<file path="config.mk">
export PLATFORM = sky130hd
export DESIGN_NAME = burst_addr_seq
export DESIGN_NICKNAME = d
export VERILOG_FILES = /design/src/rtl/burst_seq_pkg.sv /design/src/rtl/burst_start_reg.sv /design/src/rtl/burst_beat_ctr.sv /design/src/rtl/burst_low_map.sv /design/src/rtl/burst_addr_seq.sv
export SDC_FILE = /design/constraint.sdc
export NUM_CORES = 1
export LEC_CHECK = 0
export ABC_AREA = 1
export BUFFER_PORTS_ARGS = -buffer_cell sky130_fd_sc_hd__buf_2
export CAP_MARGIN = 15
export CORE_AREA = 3 3 47 60
export CTS_CLUSTER_SIZE = 24
export DETAILED_ROUTE_END_ITERATION = 10
export DIE_AREA = 0 0 50 63
export GPL_TIMING_DRIVEN = 0
export PLACE_DENSITY = 0.66
export SETUP_SLACK_MARGIN = 0.02
export SYNTH_ARGS = -nofsm -noshare
export SYNTH_HDL_FRONTEND = slang
export SYNTH_SLANG_ARGS = --single-unit
</file>
<file path="constraint.sdc">
create_clock -name clk -period 1.2 [get_ports clk]
set_input_delay 0.06 -clock clk [delete_from_list [all_inputs] [get_ports clk]]
set_output_delay 0.06 -clock clk [all_outputs]
set_load 0.05 [all_outputs]
</file>
<file path="src/rtl/burst_seq_pkg.sv">
package burst_seq_pkg;
  localparam int BEAT_W = 2;
  localparam int BEATS  = 1 << BEAT_W;

  typedef logic [BEAT_W-1:0] beat_t;

  // Interleaved order: low bits are start XOR beat number
  function automatic beat_t low_interleave(input beat_t start_lo, input beat_t beat);
    return start_lo ^ beat;
  endfunction

  // Linear order: low bits count up from the start, modulo the burst length
  function automatic beat_t low_linear(input beat_t start_lo, input beat_t beat);
    return beat_t'(start_lo + beat);
  endfunction

  function automatic beat_t beat_succ(input beat_t beat);
    return beat_t'(beat + 1'b1);
  endfunction

  function automatic logic beat_is_last(input beat_t beat);
    return beat == beat_t'(BEATS - 1);
  endfunction
endpackage

</file>
<file path="src/rtl/burst_start_reg.sv">
module burst_start_reg #(
  parameter int ADDR_W = 16
) (
  input  logic              clk,
  input  logic              rst_n,
  input  logic              load_evt,
  input  logic [ADDR_W-1:0] addr_in,
  output logic [ADDR_W-1:0] start_addr
);
  always_ff @(posedge clk or negedge rst_n) begin
    if (!rst_n)        start_addr <= '0;
    else if (load_evt) start_addr <= addr_in;
  end
endmodule

</file>
<file path="src/rtl/burst_beat_ctr.sv">
module burst_beat_ctr
  import burst_seq_pkg::*;
(
  input  logic  clk,
  input  logic  rst_n,
  input  logic  load_evt,
  input  logic  step_evt,
  output beat_t beat,
  output logic  last,
  output logic  wrap_evt
);
  always_ff @(posedge clk or negedge rst_n) begin
    if (!rst_n)        beat <= '0;
    else if (load_evt) beat <= '0;
    else if (step_evt) beat <= beat_succ(beat);
  end

  assign last     = beat_is_last(beat);
  assign wrap_evt = step_evt && last;

  assert_wrap_R3: assert property (@(posedge clk) disable iff (!rst_n)
    wrap_evt |=> (beat == '0));

  assert_last_rise_R8: assert property (@(posedge clk) disable iff (!rst_n)
    (step_evt && beat == beat_t'(BEATS - 2)) |=> last);

  assert_last_clear_R8: assert property (@(posedge clk) disable iff (!rst_n)
    load_evt |=> !last);
endmodule

</file>
<file path="src/rtl/burst_low_map.sv">
module burst_low_map
  import burst_seq_pkg::*;
(
  input  logic  order_sel,
  input  beat_t start_lo,
  input  beat_t beat,
  output beat_t seq_lo
);
  beat_t il_lo;
  beat_t ln_lo;

  assign il_lo  = low_interleave(start_lo, beat);
  assign ln_lo  = low_linear(start_lo, beat);
  assign seq_lo = order_sel ? il_lo : ln_lo;
endmodule

</file>
<file path="src/rtl/burst_addr_seq.sv">
module burst_addr_seq
  import burst_seq_pkg::*;
#(
  parameter int ADDR_W = 16
) (
  input  logic              clk,
  input  logic              rst_n,
  input  logic              hold,
  input  logic              step,
  input  logic              order_sel,
  input  logic [ADDR_W-1:0] addr_in,
  output logic [ADDR_W-1:0] word_addr,
  output logic              last_beat
);
  localparam int UP_W = ADDR_W - BEAT_W;

  logic              load_evt;
  logic              step_evt;
  logic              wrap_evt;
  logic [ADDR_W-1:0] start_addr;
  beat_t             beat;
  beat_t             seq_lo;

  assign load_evt = !hold && !step;
  assign step_evt = !hold && step;

  burst_start_reg #(.ADDR_W(ADDR_W)) u_start (
    .clk        (clk),
    .rst_n      (rst_n),
    .load_evt   (load_evt),
    .addr_in    (addr_in),
    .start_addr (start_addr)
  );

  burst_beat_ctr u_beat (
    .clk      (clk),
    .rst_n    (rst_n),
    .load_evt (load_evt),
    .step_evt (step_evt),
    .beat     (beat),
    .last     (last_beat),
    .wrap_evt (wrap_evt)
  );

  burst_low_map u_map (
    .order_sel (order_sel),
    .start_lo  (start_addr[BEAT_W-1:0]),
    .beat      (beat),
    .seq_lo    (seq_lo)
  );

  assign word_addr[BEAT_W-1:0] = seq_lo;

  for (genvar i = 0; i < UP_W; i++) begin : g_upper
    assign word_addr[BEAT_W+i] = start_addr[BEAT_W+i];
  end

  assert_load_R2: assert property (@(posedge clk) disable iff (!rst_n)
    load_evt |=> (word_addr == $past(addr_in)) && !last_beat);

  assert_hold_R7: assert property (@(posedge clk) disable iff (!rst_n)
    hold |=> $stable(word_addr) && $stable(last_beat));

  assert_upper_R6: assert property (@(posedge clk) disable iff (!rst_n)
    step_evt |=> $stable(word_addr[ADDR_W-1:BEAT_W]));

  assert_linear_step_R5: assert property (@(posedge clk) disable iff (!rst_n)
    (step_evt && !order_sel) |=>
      (word_addr[BEAT_W-1:0] == beat_t'($past(word_addr[BEAT_W-1:0]) + 1'b1)));

  assert_wrap_home_R3: assert property (@(posedge clk) disable iff (!rst_n)
    wrap_evt |=> (word_addr == start_addr));
endmodule

</file>
# [Word-level counts from Yosys, hierarchy flattened]
# Index checks and enable logic that the tools add are counted.
[op_classes] bitwise_logic=1 add_sub_neg=2 n_reduce_logical=5 eq_ne=1 muxes=3
[ops] op="2-to-1 mux 2 bit" count=3
[ops] op="adder 2 x 1 -> 2 bit, second input constant" count=1
[ops] op="adder 2 bit" count=1
[ops] op="== test 2 bit, second input constant" count=1
[ops] op="logical AND 1 bit" count=2
[ops] op="zero test 1 bit" count=2
[ops] op="nonzero test 2 bit" count=1
[ops] op="bitwise XOR 2 bit" count=1
[totals] out_inout_bits=17 reg_bits=18 inputBits=21 word_cells=14

# [Logic depth before layout (Yosys ltp)]
[logic_depth] depth_word=4 ltp_mapped=6 ltp_nobuf=6

# [By module]
# A second synthesis with hierarchy kept.
[hier_totals] hier_cells=100 hier_area_um2=830.8
[by_module_without_submodules] module="burst_start_reg" cells_per_inst=68 n_inst=1 area_each_um2=644.4 seq_area_each_um2=400.4
[by_module_without_submodules] module="burst_beat_ctr" cells_per_inst=14 n_inst=1 area_each_um2=105.1 seq_area_each_um2=50.0
[by_module_without_submodules] module="burst_low_map" cells_per_inst=15 n_inst=1 area_each_um2=67.6 seq_area_each_um2=0.0
[by_module_without_submodules] module="burst_addr_seq" cells_per_inst=3 n_inst=1 area_each_um2=13.8 seq_area_each_um2=0.0

# [Worst setup path before layout]
# No wires, ideal clock.
[synth_timing] path_type="reg-to-output" startpoint="reg u_beat.beat[0]" endpoint="out word_addr[1]" t_required_ns=1.140 stages_incl_launch_ff=7 setup_slack_ns=0.086 n_path_buf=0 t_arrival_ns=1.054 path_cell_list="dfrtp_1 ha_1 inv_1 nor2_1 nand3_1 nand2_1 inv_1"
[synth_between] elab_chain_len=2
[synth_lines] element="start: declaration" line_no="burst_beat_ctr.sv:8" text="output beat_t beat,"
[synth_lines] element="start signal: assignment" line_no="burst_beat_ctr.sv:15" text="else if (step_evt) beat <= beat_succ(beat);"
[synth_lines] element="adder 2 bit" line_no="burst_seq_pkg.sv:14" text="return beat_t'(start_lo + beat);"
[synth_lines] element="2-to-1 mux 2 bit" line_no="burst_low_map.sv:14" text="assign seq_lo = order_sel ? il_lo : ln_lo;"
[synth_lines] element="end: declaration" line_no="burst_addr_seq.sv:12" text="output logic [ADDR_W-1:0] word_addr,"
# No other way between the ends.

# [Final worst setup path]
# Ends and elaborated chain as after synthesis.

==> flow_summary_export.csv <==
group,metric,value,unit
timing,grt_setup_unrepaired,"yes",
timing,final-setup-viol-count,3,
worst_setup_path,cp.arrival,1.31,ns
power,static-leakage-power,0.754,nW
outcome,failed_checks,"negative setup slack",
floorplanning,dieWidth,50,microns
worst_setup_path,worst_ep_required_time,1.14,ns
layout,layout.nets,189,
clock_network,clock_latency,0.29,ns
layout,antenna_cells_inserted,0,
layout,syn_to_final_growth,54.9,%
layout,stdcell_area,1390,sq um
clock_network,cts_num_sinks,18,
floorplanning,num_io_pins,38,
worst_setup_path,slowest_delay,0.43,ns
placement,finalWeightedCongestion,0.681,
floorplanning,start_util,37.8,%
yosys,synth_top_cell_by_area,"sky130_fd_sc_hd__dfrtp_1",
timing,setup_slack,-0.169,ns
worst_setup_path,crit_type,"register to primary output",
clock_network,cts_tree,"done",
worst_setup_path,critPathBufInv,3,
placement,dpl_cell_area,1120,sq um
floorplanning,die_footprint,3150,sq um
layout,post_route_cells_drive_above_1_share,40.0,%
worst_setup_path,timing.critical_path.to_type,"primary output",
yosys,syn-num-nets,128,
worst_hold_path,hold_class,"input pin to register",
drt,routedWlPerCell,10.7,microns
yosys,synth_cells,105,
yosys,synth_largest_type_area_fraction,50.1,%
power,worst_ir_drop_vdd,0.000709,V
global_route,initial_antenna_violation_count,0,
timing,tightest_slew,0.408,ns
yosys,synth_area_leaders,"sky130_fd_sc_hd__dfrtp_1, sky130_fd_sc_hd__nand2_1, sky130_fd_sc_hd__buf_4",
worst_setup_path,worst_path_max_delay_cell,"sky130_fd_sc_hd__dfrtp_1",
yosys,synth.cell_area,900,sq um
clock_network,clk_transition_reported_paths,0.11,ns
timing,fmax,730,MHz
clock_network,clk_root_buffer_cell,"sky130_fd_sc_hd__clkbuf_4",
drt,detail_route.vias_per_cell,4.15,
timing,worst_slew_margin_rel,72.8,%
drt,antenna_violating_nets_post_route,0,
global_route,pin_count_of_the_biggest_net_entering_global_routing,19,
drt,vias,822,
placement,io_buffer_count,36,
placement,place_ws,0.0562,ns
global_route,global_route_total_usage_across_every_layer,13.8,%
floorplanning,rows,20,
global_route,grt_remaining_overflow,0,
yosys,synth.distinct_cells,13,
floorplanning,die_ht,63,microns
timing,final.period_utilization,114,%
global_route,grt_pass1_vias,786,
layout,fill_cells,207,
global_route,wire_length_of_the_first_global_routing_pass,3390,microns
yosys,syn-mean-instance-area,8.57,sq um
timing,totalNegativeSetupSlack,-0.335,ns
placement,dp_hpwl,1320,microns
layout,leading_cell_type_in_the_layout_fill_and_taps_excluded,"sky130_fd_sc_hd__nand2_1",
job,max_cap_viol_count,0,
worst_setup_path,worstPathMaxFanout,2,
drt,drtIter0Drc,6,
drt,dr.pass1.iters,4,
worst_setup_path,worst_path_dominant_cell_family,"flip-flops",
timing,min_period,1.37,ns
timing,hold_violations_final,0,
floorplanning,fp.coreArea,2380,sq um
power,pwr_cell_area,1440,nW/um^2
timing,final-max-slew-violation-count,0,
timing,hold_ws,0.0548,ns
drt,wirelength,2120,microns
clock_network,clock_buffer_count_from_cts,3,
timing,final.setup_skew,0.000165,ns
yosys,ys_seq_area_share,50.1,%
layout,layout.cells.most_common_list,"sky130_fd_sc_hd__nand2_1, sky130_fd_sc_hd__buf_2, sky130_fd_sc_hd__dfrtp_1",
outcome,status,"complete, but fails checks",
worst_setup_path,cp_cell_sequence,"ha_4 -> inv_2 -> nor2_2 -> nand3_1 -> nand2_1 -> inv_1 -> buf_6",
power,power,2.01,mW
yosys,synth_seq_cells,18,
yosys,yosysWarningCount,0,
worst_setup_path,worstSetupStartpointType,"register",
drt,drcViolationCount,0,
clock_network,cts_htree_levels,1,
clock_network,clockBufferDepth,2,
-- cell families after synthesis --
| group | Yosys count | share of synthesized area (%) |
|---|---|---|
| flip-flops | 18 | 50.1 |
| AO/OA/AOI/OAI | 19 | 10.6 |
| AND/OR/NAND/NOR | 42 | 18.8 |
| buffers and inverters | 24 | 17.8 |
| adder cells (fa/ha/maj) | 2 | 2.78 |
-- power breakdown --
part	switching (mW)	internal [mW]	total [mW]	leakage (nW)
Sequential	0.0528	0.691	0.743	0.223
Clock	0.188	0.184	0.372	0.0210
Combinational	0.534	0.362	0.896	0.510
Total	0.774	1.24	2.01	0.754
-- routing by layer --
metal	routed length (microns)	GRT usage, %	vias up
li1	-	-	437
met1	905	16.2	361
met2	1120	24.3	22
met3	70	2.39	2
met4	21	5.19	0
met5	0	0	-
-- area by class of cell --
cell class	instances	area (sq um)	share of cell area (%)
Clock buffer	4	36.3	2.60
Timing Repair Buffer	56	399	28.6
Multi-Input combinational cell	63	307	22.0
Buffer	18	138	9.87
Sequential cell	18	450	32.3
Tap cell	33	41.3	2.96
Inverter	6	22.5	1.62
-- cell usage after synthesis --
cell type / count
sky130_fd_sc_hd__nand2_1: 37
sky130_fd_sc_hd__dfrtp_1: 18
sky130_fd_sc_hd__buf_4: 14
sky130_fd_sc_hd__o21ai_0: 14
sky130_fd_sc_hd__inv_1: 6
sky130_fd_sc_hd__nand3_1: 3
sky130_fd_sc_hd__o21ai_1: 3
sky130_fd_sc_hd__a21oi_1: 2
sky130_fd_sc_hd__buf_2: 2
sky130_fd_sc_hd__buf_6: 2
sky130_fd_sc_hd__ha_1: 2
sky130_fd_sc_hd__nor2_1: 1
sky130_fd_sc_hd__nor2_4: 1
-- worst min-delay path, cell delays in order --
cell and delay, ns:
sky130_fd_sc_hd__buf_6 0.11, sky130_fd_sc_hd__o21ai_0 0.09, sky130_fd_sc_hd__nand2_1 0.05
-- timing repair --
item	CTS	global route
hold endpoints to repair	34	0
buffers inserted	1	2
setup endpoints to repair	3	4
gates resized for setup	10	3
hold buffers	17	0
pin swaps	0	1
-- per-stage QoR --
| stage | cells | utilization, % |
|---|---|---|
| 2_1_floorplan | 105 | - |
| 3_3_place_gp | 174 | 47.2 |
| 3_5_place_dp | 174 | 47.2 |
| 4_1_cts | 196 | 57.6 |
| 5_1_grt | 198 | 58.6 |
| 6_report | 198 | 58.6 |
-- worst paths after layout --
kind                                                            to  cells after the start                          startpoint  slack [ns]
worst max register to register          u_beat.beat[1]$_DFFE_PN0P_                      5          u_beat.beat[0]$_DFFE_PN0P_        0.01
worst max-delay path                                  word_addr[1]                      7          u_beat.beat[0]$_DFFE_PN0P_       -0.17
worst min register to register  u_start.start_addr[12]$_DFFE_PN0P_                      2  u_start.start_addr[12]$_DFFE_PN0P_        0.50
min in group asynchronous       u_start.start_addr[12]$_DFFE_PN0P_                      2                               rst_n        0.22
max in group asynchronous       u_start.start_addr[13]$_DFFE_PN0P_                      2                               rst_n        0.69
worst min-delay path             u_start.start_addr[7]$_DFFE_PN0P_                      3                                step        0.05
-- sequential cells by signal, summed over array words and instances, names as in the netlist --
signal,cells
u_beat.beat,2
u_start.start_addr,16
Power figures use the tool's default switching activity.
